$ cat src/rtl/moesi_line_ctrl.sv
module moesi_line_ctrl #(
  parameter int IDX_W = 3,
  parameter int TAG_W = 4
) (
  input  logic                     clk,
  input  logic                     rst_n,
  input  logic                     loc_vld,
  input  logic                     loc_wr,
  input  logic                     loc_nocache,
  input  logic [TAG_W+IDX_W-1:0]   loc_addr,
  input  logic                     fill_shared,
  input  logic                     prb_vld,
  input  logic                     prb_wr,
  input  logic                     prb_keeps,
  input  logic [TAG_W+IDX_W-1:0]   prb_addr,
  input  logic                     inv_all,
  input  logic                     wbinv_all,
  output logic                     busy,
  output logic                     loc_hit,
  output logic [2:0]               loc_state_new,
  output logic                     miss_req,
  output logic                     wb_req,
  output logic [TAG_W+IDX_W-1:0]   wb_addr,
  output logic                     prb_hit,
  output logic                     supply_req
);
  timeunit 1ns; timeprecision 1ps;

  localparam int LINES = 1 << IDX_W;

  typedef enum logic [2:0] {ST_I = 3'd0, ST_S = 3'd1, ST_E = 3'd2, ST_O = 3'd3, ST_M = 3'd4} st_t;

  st_t              st_q   [LINES];
  st_t              st_nx  [LINES];
  logic [TAG_W-1:0] tag_q  [LINES];
  logic [LINES-1:0] valid_vec;

  logic             pend_q, walk_q;
  logic [IDX_W-1:0] pend_idx_q, walk_idx_q;

  logic [IDX_W-1:0] idx_l, idx_p;
  logic [TAG_W-1:0] tag_l, tag_p;
  st_t              s0_p, s0_l, s1_l, s1_w, prb_nx, loc_nx;
  logic             loc_go, inv_go, wbinv_go, loc_fill, loc_wb, walk_wb, dirty_l;

  assign idx_l = loc_addr[IDX_W-1:0];
  assign tag_l = loc_addr[TAG_W+IDX_W-1:IDX_W];
  assign idx_p = prb_addr[IDX_W-1:0];
  assign tag_p = prb_addr[TAG_W+IDX_W-1:IDX_W];

  assign busy     = pend_q || walk_q;
  assign inv_go   = inv_all && !busy;
  assign wbinv_go = wbinv_all && !busy && !inv_all;
  assign loc_go   = loc_vld && !busy && !inv_all && !wbinv_all;

  // probe view: a pending write-miss completion lands before the probe
  assign s0_p    = (pend_q && pend_idx_q == idx_p) ? ST_M : st_q[idx_p];
  assign prb_hit = prb_vld && (s0_p != ST_I) && (tag_q[idx_p] == tag_p);
  assign supply_req = prb_hit && (s0_p == ST_M || s0_p == ST_O);

  always_comb begin
    prb_nx = s0_p;
    if (prb_wr)
      prb_nx = ST_I;
    else if (prb_keeps) begin
      case (s0_p)
        ST_M:    prb_nx = ST_O;
        ST_E:    prb_nx = ST_S;
        default: prb_nx = s0_p;
      endcase
    end
  end

  // local view: sees the state left by a same-index probe
  assign s0_l    = (pend_q && pend_idx_q == idx_l) ? ST_M : st_q[idx_l];
  assign s1_l    = (prb_hit && idx_p == idx_l) ? prb_nx : s0_l;
  assign dirty_l = (s1_l == ST_M) || (s1_l == ST_O);
  assign loc_hit = loc_go && (s1_l != ST_I) && (tag_q[idx_l] == tag_l);

  always_comb begin
    loc_fill = 1'b0;
    loc_nx   = s1_l;
    if (loc_nocache) begin
      if (loc_hit) loc_nx = ST_I;
    end else if (loc_hit) begin
      if (loc_wr) loc_nx = ST_M;
    end else begin
      loc_fill = 1'b1;
      loc_nx   = (loc_wr || !fill_shared) ? ST_E : ST_S;
    end
  end

  assign loc_state_new = loc_nx;
  assign miss_req      = loc_go && !loc_nocache && !loc_hit;
  assign loc_wb        = loc_go && dirty_l && (loc_nocache == loc_hit);

  assign s1_w    = (prb_hit && idx_p == walk_idx_q) ? prb_nx : st_q[walk_idx_q];
  assign walk_wb = walk_q && (s1_w == ST_M || s1_w == ST_O);

  assign wb_req  = loc_wb || walk_wb;
  assign wb_addr = walk_q ? {tag_q[walk_idx_q], walk_idx_q} : {tag_q[idx_l], idx_l};

  always_comb begin
    for (int i = 0; i < LINES; i++) begin
      st_nx[i] = st_q[i];
      if (pend_q && pend_idx_q == IDX_W'(i))        st_nx[i] = ST_M;
      if (prb_hit && idx_p == IDX_W'(i))            st_nx[i] = prb_nx;
      if (walk_q && walk_idx_q == IDX_W'(i))        st_nx[i] = ST_I;
      if (loc_go && idx_l == IDX_W'(i))             st_nx[i] = loc_nx;
      if (inv_go)                                   st_nx[i] = ST_I;
    end
  end

  always_comb begin
    for (int i = 0; i < LINES; i++) valid_vec[i] = (st_q[i] != ST_I);
  end

  always_ff @(posedge clk) begin
    if (!rst_n) begin
      for (int i = 0; i < LINES; i++) st_q[i] <= ST_I;
      pend_q     <= 1'b0;
      pend_idx_q <= '0;
      walk_q     <= 1'b0;
      walk_idx_q <= '0;
    end else begin
      for (int i = 0; i < LINES; i++) st_q[i] <= st_nx[i];
      pend_q     <= loc_go && loc_wr && !loc_nocache && !loc_hit;
      pend_idx_q <= idx_l;
      if (wbinv_go) begin
        walk_q     <= 1'b1;
        walk_idx_q <= '0;
      end else if (walk_q) begin
        if (walk_idx_q == IDX_W'(LINES - 1)) walk_q <= 1'b0;
        walk_idx_q <= walk_idx_q + 1'b1;
      end
    end
  end

  always_ff @(posedge clk) begin
    if (loc_go && loc_fill) tag_q[idx_l] <= tag_l;
  end

  st_t              chk_st_q;
  logic [IDX_W-1:0] chk_idx_q;
  always_ff @(posedge clk) begin
    chk_st_q  <= s1_l;
    chk_idx_q <= idx_l;
  end

  AST_INV_CLEARS: assert property (@(posedge clk) disable iff (!rst_n)
    inv_go |=> (valid_vec == '0));
  AST_RDHIT_KEEPS: assert property (@(posedge clk) disable iff (!rst_n)
    (loc_hit && !loc_wr && !loc_nocache) |=> (st_q[chk_idx_q] == chk_st_q));
  AST_WRHIT_DIRTY: assert property (@(posedge clk) disable iff (!rst_n)
    (loc_hit && loc_wr && !loc_nocache) |=> (st_q[chk_idx_q] == ST_M));
  AST_WMISS_SPLIT: assert property (@(posedge clk) disable iff (!rst_n)
    (miss_req && loc_wr) |=> (busy && st_q[chk_idx_q] == ST_E));
  AST_WB_SOURCE: assert property (@(posedge clk) disable iff (!rst_n)
    wb_req |-> (walk_q || loc_go));
  AST_WALK_ENDS: assert property (@(posedge clk) disable iff (!rst_n)
    (walk_q && walk_idx_q == IDX_W'(LINES - 1)) |=> !walk_q);
  AST_BUSY_BLOCKS: assert property (@(posedge clk) disable iff (!rst_n)
    busy |-> (!miss_req && !loc_hit));
endmodule

$ cat config.mk
export PLATFORM = sky130hd
export DESIGN_NAME = moesi_line_ctrl
export DESIGN_NICKNAME = d
export VERILOG_FILES = /design/src/rtl/moesi_line_ctrl.sv
export SDC_FILE = /design/constraint.sdc
export NUM_CORES = 1
export LEC_CHECK = 0
export ABC_AREA = 1
export BUFFER_PORTS_ARGS = -buffer_cell sky130_fd_sc_hd__buf_4
export CAP_MARGIN = 20
export CORE_ASPECT_RATIO = 2
export CORE_MARGIN = 2
export CORE_UTILIZATION = 40
export CTS_BUF_LIST = sky130_fd_sc_hd__clkbuf_8
export DETAILED_ROUTE_END_ITERATION = 10
export GPL_TIMING_DRIVEN = 0
export PLACE_DENSITY = 0.65
export SLEW_MARGIN = 25
export SYNTH_ARGS = -nofsm -noshare
export SYNTH_HDL_FRONTEND = slang
export SYNTH_SLANG_ARGS = --single-unit
$ cat constraint.sdc
create_clock -name clk -period 5.03 [get_ports clk]
set_input_delay 1.006 -clock clk [delete_from_list [all_inputs] [get_ports clk]]
set_output_delay 1.006 -clock clk [all_outputs]
set_load 0.02 [all_outputs]
==> metrics <==
Final ANT Viol Nets=0; Die Y=166 um; core area=0.0129 mm2; Post-Syn Instances=758; initial antenna violation count=0; Hold Path Cell Cnt=2; critical setup path kind=primary input to output port; Ant. Diodes=0; FF-to-FF Start=pend_idx_q[0]; slowest library cell on the worst path=buf_2; port bufs=36; CP peak stage delay=0.33 ns; met1 usage=30.3%; R2R setup slack=1.19 ns; Sw Pwr=501 uW; DP HPWL=16.5 mm; vias in the first global route=5610; Starting Density=40.7%; TritonRoute pass-1 iters=5; gr busiest metal=met2; Pint=1.01 mW; CP dominant cell by count=nand2_1; Worst EP required=4.02 ns; syn_area_per_cell=6.93 um2; Yosys cell types=47; dpl ws=0.109 ns; cell family with most CP delay=simple AND/OR/NAND/NOR gates; CTS tree=done; Ys Warns=0; critical path capture point type=output port; Final setup viols=0; num rows=59; status=completed; EDFF count, synth=56; VDD IR max=0.119 mV; Static Leakage=2.61 nW; worst setup margin=0.168 ns; Syn-to-layout area delta=13.9%; syn nets=790; register area share after synthesis=36.2%; worst skew pair latency=0.37 ns; Crit path arrival time=3.86 ns; MaxCap Viol Count=0; post-synthesis cell area=0.00525 mm2; wire per inst=22.2 um; H-tree level count=3; pin count of the biggest net entering global routing=14; Hold Startpoint=walk_idx_q[2]; clk buf depth=2; Final Skew=0.0216 ns; ys async rst share=0%; DRT iter0 DRCs=416; GR Util met3=4.82%; placed insts=946; I/O pin count=41; Die Span X=85.0 um; Worst-Margin Slew=0.962 ns; Final Non-Filler Cells=965; first-pass GRT wire length=32.3 mm; share of layout cells above drive strength 1=13.5%; number of buffers and inverters on the critical path=5; GP Congestion=1.01; CTS Buf Count=9; final WL=21.4 mm; Clk pwr share=34.7%; #FFs+latches synth=67; fin nets=840; clk slew on worst S/H paths=0.08 ns; Yosys top cell by area=edfxtp_1; sequential power share=42.3%; Max Slew Vio Count=0; grt total ovfl=0; R2R cell count=15; critical path fanouts, max=10; area share of the largest cell type after synthesis=32.0%; vias per std cell=5.84; number of stages on the worst setup path=18; # clock sinks=67; Slew HR=35.8%; pwr dens=252 mW/mm2; vias=5634; Hold Crit Class=flop to flop; Hold Path End=walk_idx_q[2]; CP Launch Type=primary input; commonest cells after routing, fill and taps aside=216 x nand2_1, 86 x inv_1, 74 x nor2_1; Pwr Total=1.51 mW; Comb power frac=22.9%; Fin. Hold Viols=0; Top FF cell, synth=edfxtp_1; gr usage total=31.0%; critical path, cell by cell=buf_4, inv_4, buf_2, nand2_1, nand2_1, nand2_1, nand3_1, nand2_1, o21ai_4, inv_1, o21ai_2, nand3_4, nand2_4, ha_1, a21oi_1, nand3_1, nand2_1, buf_4; fmax=0.206 GHz; most common cell after layout, fill and taps aside=nand2_1; DRC viols=0; top cells by area, synth=edfxtp_1 32%, nand2_1 15%, inv_1 6.1%; Die Area=0.0141 mm2; Worst R2R End=tag_q[1][0]; met2 Track Usage GR=56.3%; crit path time final=4.86 ns; switching share of total power=33.2%; Root Driver=clkbuf_8; Final period util=96.7%
## worst max-delay path by stage
stage	endpoint	slack [ns]	from
floorplan	wb_req	0.90	prb_addr[1]
global route	wb_req	-0.0007	prb_addr[1]
global placement	wb_req	0.11	prb_addr[1]
finish	wb_req	0.17	prb_addr[1]
CTS	wb_req	0.1	prb_addr[1]
detailed placement	wb_req	0.11	prb_addr[1]
## synth_stat cells, types with 4 or more instances
library cell / number
a21oi_1: 57
a22oi_1: 11
buf_2: 9
buf_6: 5
clkbuf_1: 11
dfxtp_1: 11
edfxtp_1: 56
ha_1: 7
inv_1: 86
inv_2: 7
nand2_1: 216
nand2_2: 6
nand3_1: 40
nand4_1: 12
nor2_1: 74
nor3_1: 12
nor4_1: 4
o2111ai_1: 4
o211ai_1: 8
o21ai_0: 48
o21ai_1: 10
o21ai_2: 4
o22ai_1: 12
or2_2: 7
xnor2_1: 4
## metal layers
layer | wire length (um) | vias to the layer above | part of all wire, %
li1 | - | 2640 | -
met1 | 6940 | 2620 | 32
met2 | 11400 | 267 | 53
met3 | 1190 | 107 | 5.6
met4 | 1820 | 0 | 8.5
met5 | 0 | - | 0
## power by group through the flow
stage / Combinational (mW) / Clock, mW / Sequential (mW)
floorplan: 0.210 / 0 / 0.640
global placement: 0.329 / 0 / 0.651
detailed placement: 0.329 / 0 / 0.651
CTS: 0.330 / 0.524 / 0.638
global route: 0.374 / 0.544 / 0.640
finish: 0.346 / 0.525 / 0.639
## registers in the layout, indices dropped and copies added, names as in the netlist, named ones only
register / cells
st_q: 24
walk_q: 1
pend_idx_q: 3
pend_q: 1
walk_idx_q: 3
tag_q: 32
## what timing repair did
item                                    4_1_cts  5_1_grt
endpoints found under the setup margin        0        1
buffers inserted                              0        3
hold buffers                                  0        0
gates resized for setup                       0        2
## worst min-delay path: cells and delay by family, from the launching register on
kind	cells	cell delay, ns
DFF	1	0.37
AOI/OAI and AO/OA	1	0.07
and+or+nand+nor	1	0.08
## logic make-up (layout without fill, tap and decap cells)
kind of cell,after synthesis,in the layout,synth area share [%]
compound gates,166,166,18.5
xor+xnor,7,7,1.17
fa+ha+maj,7,7,1.67
buf+inv,123,178,9.84
flops,67,67,36.2
simple gates,388,388,32.7
## layout make-up
cell class | instances | area, um2
Fill cell | 1410 | 6940
Multi-Input combinational cell | 568 | 2850
Sequential cell | 67 | 1900
Inverter | 96 | 363
Timing Repair Buffer | 39 | 305
Tap cell | 152 | 190
Buffer | 27 | 154
Clock buffer | 9 | 124
Clock inverter | 7 | 98.8
## stage by stage
step / instance area (um2) / hold slack (ns) / TNS, ns / utilization [%]
finish: 5980 / 0.563 / 0 / 46.3
global route: 5980 / 0.612 / -0.000671 / 46.3
CTS: 5940 / 0.561 / 0 / 45.9
detailed placement: 5710 / 0.549 / 0 / 44.2
global placement: 5710 / 0.543 / 0 / 44.2
floorplan: 5250 / 0.497 / 0 / -
Power figures use the tool's default switching activity.
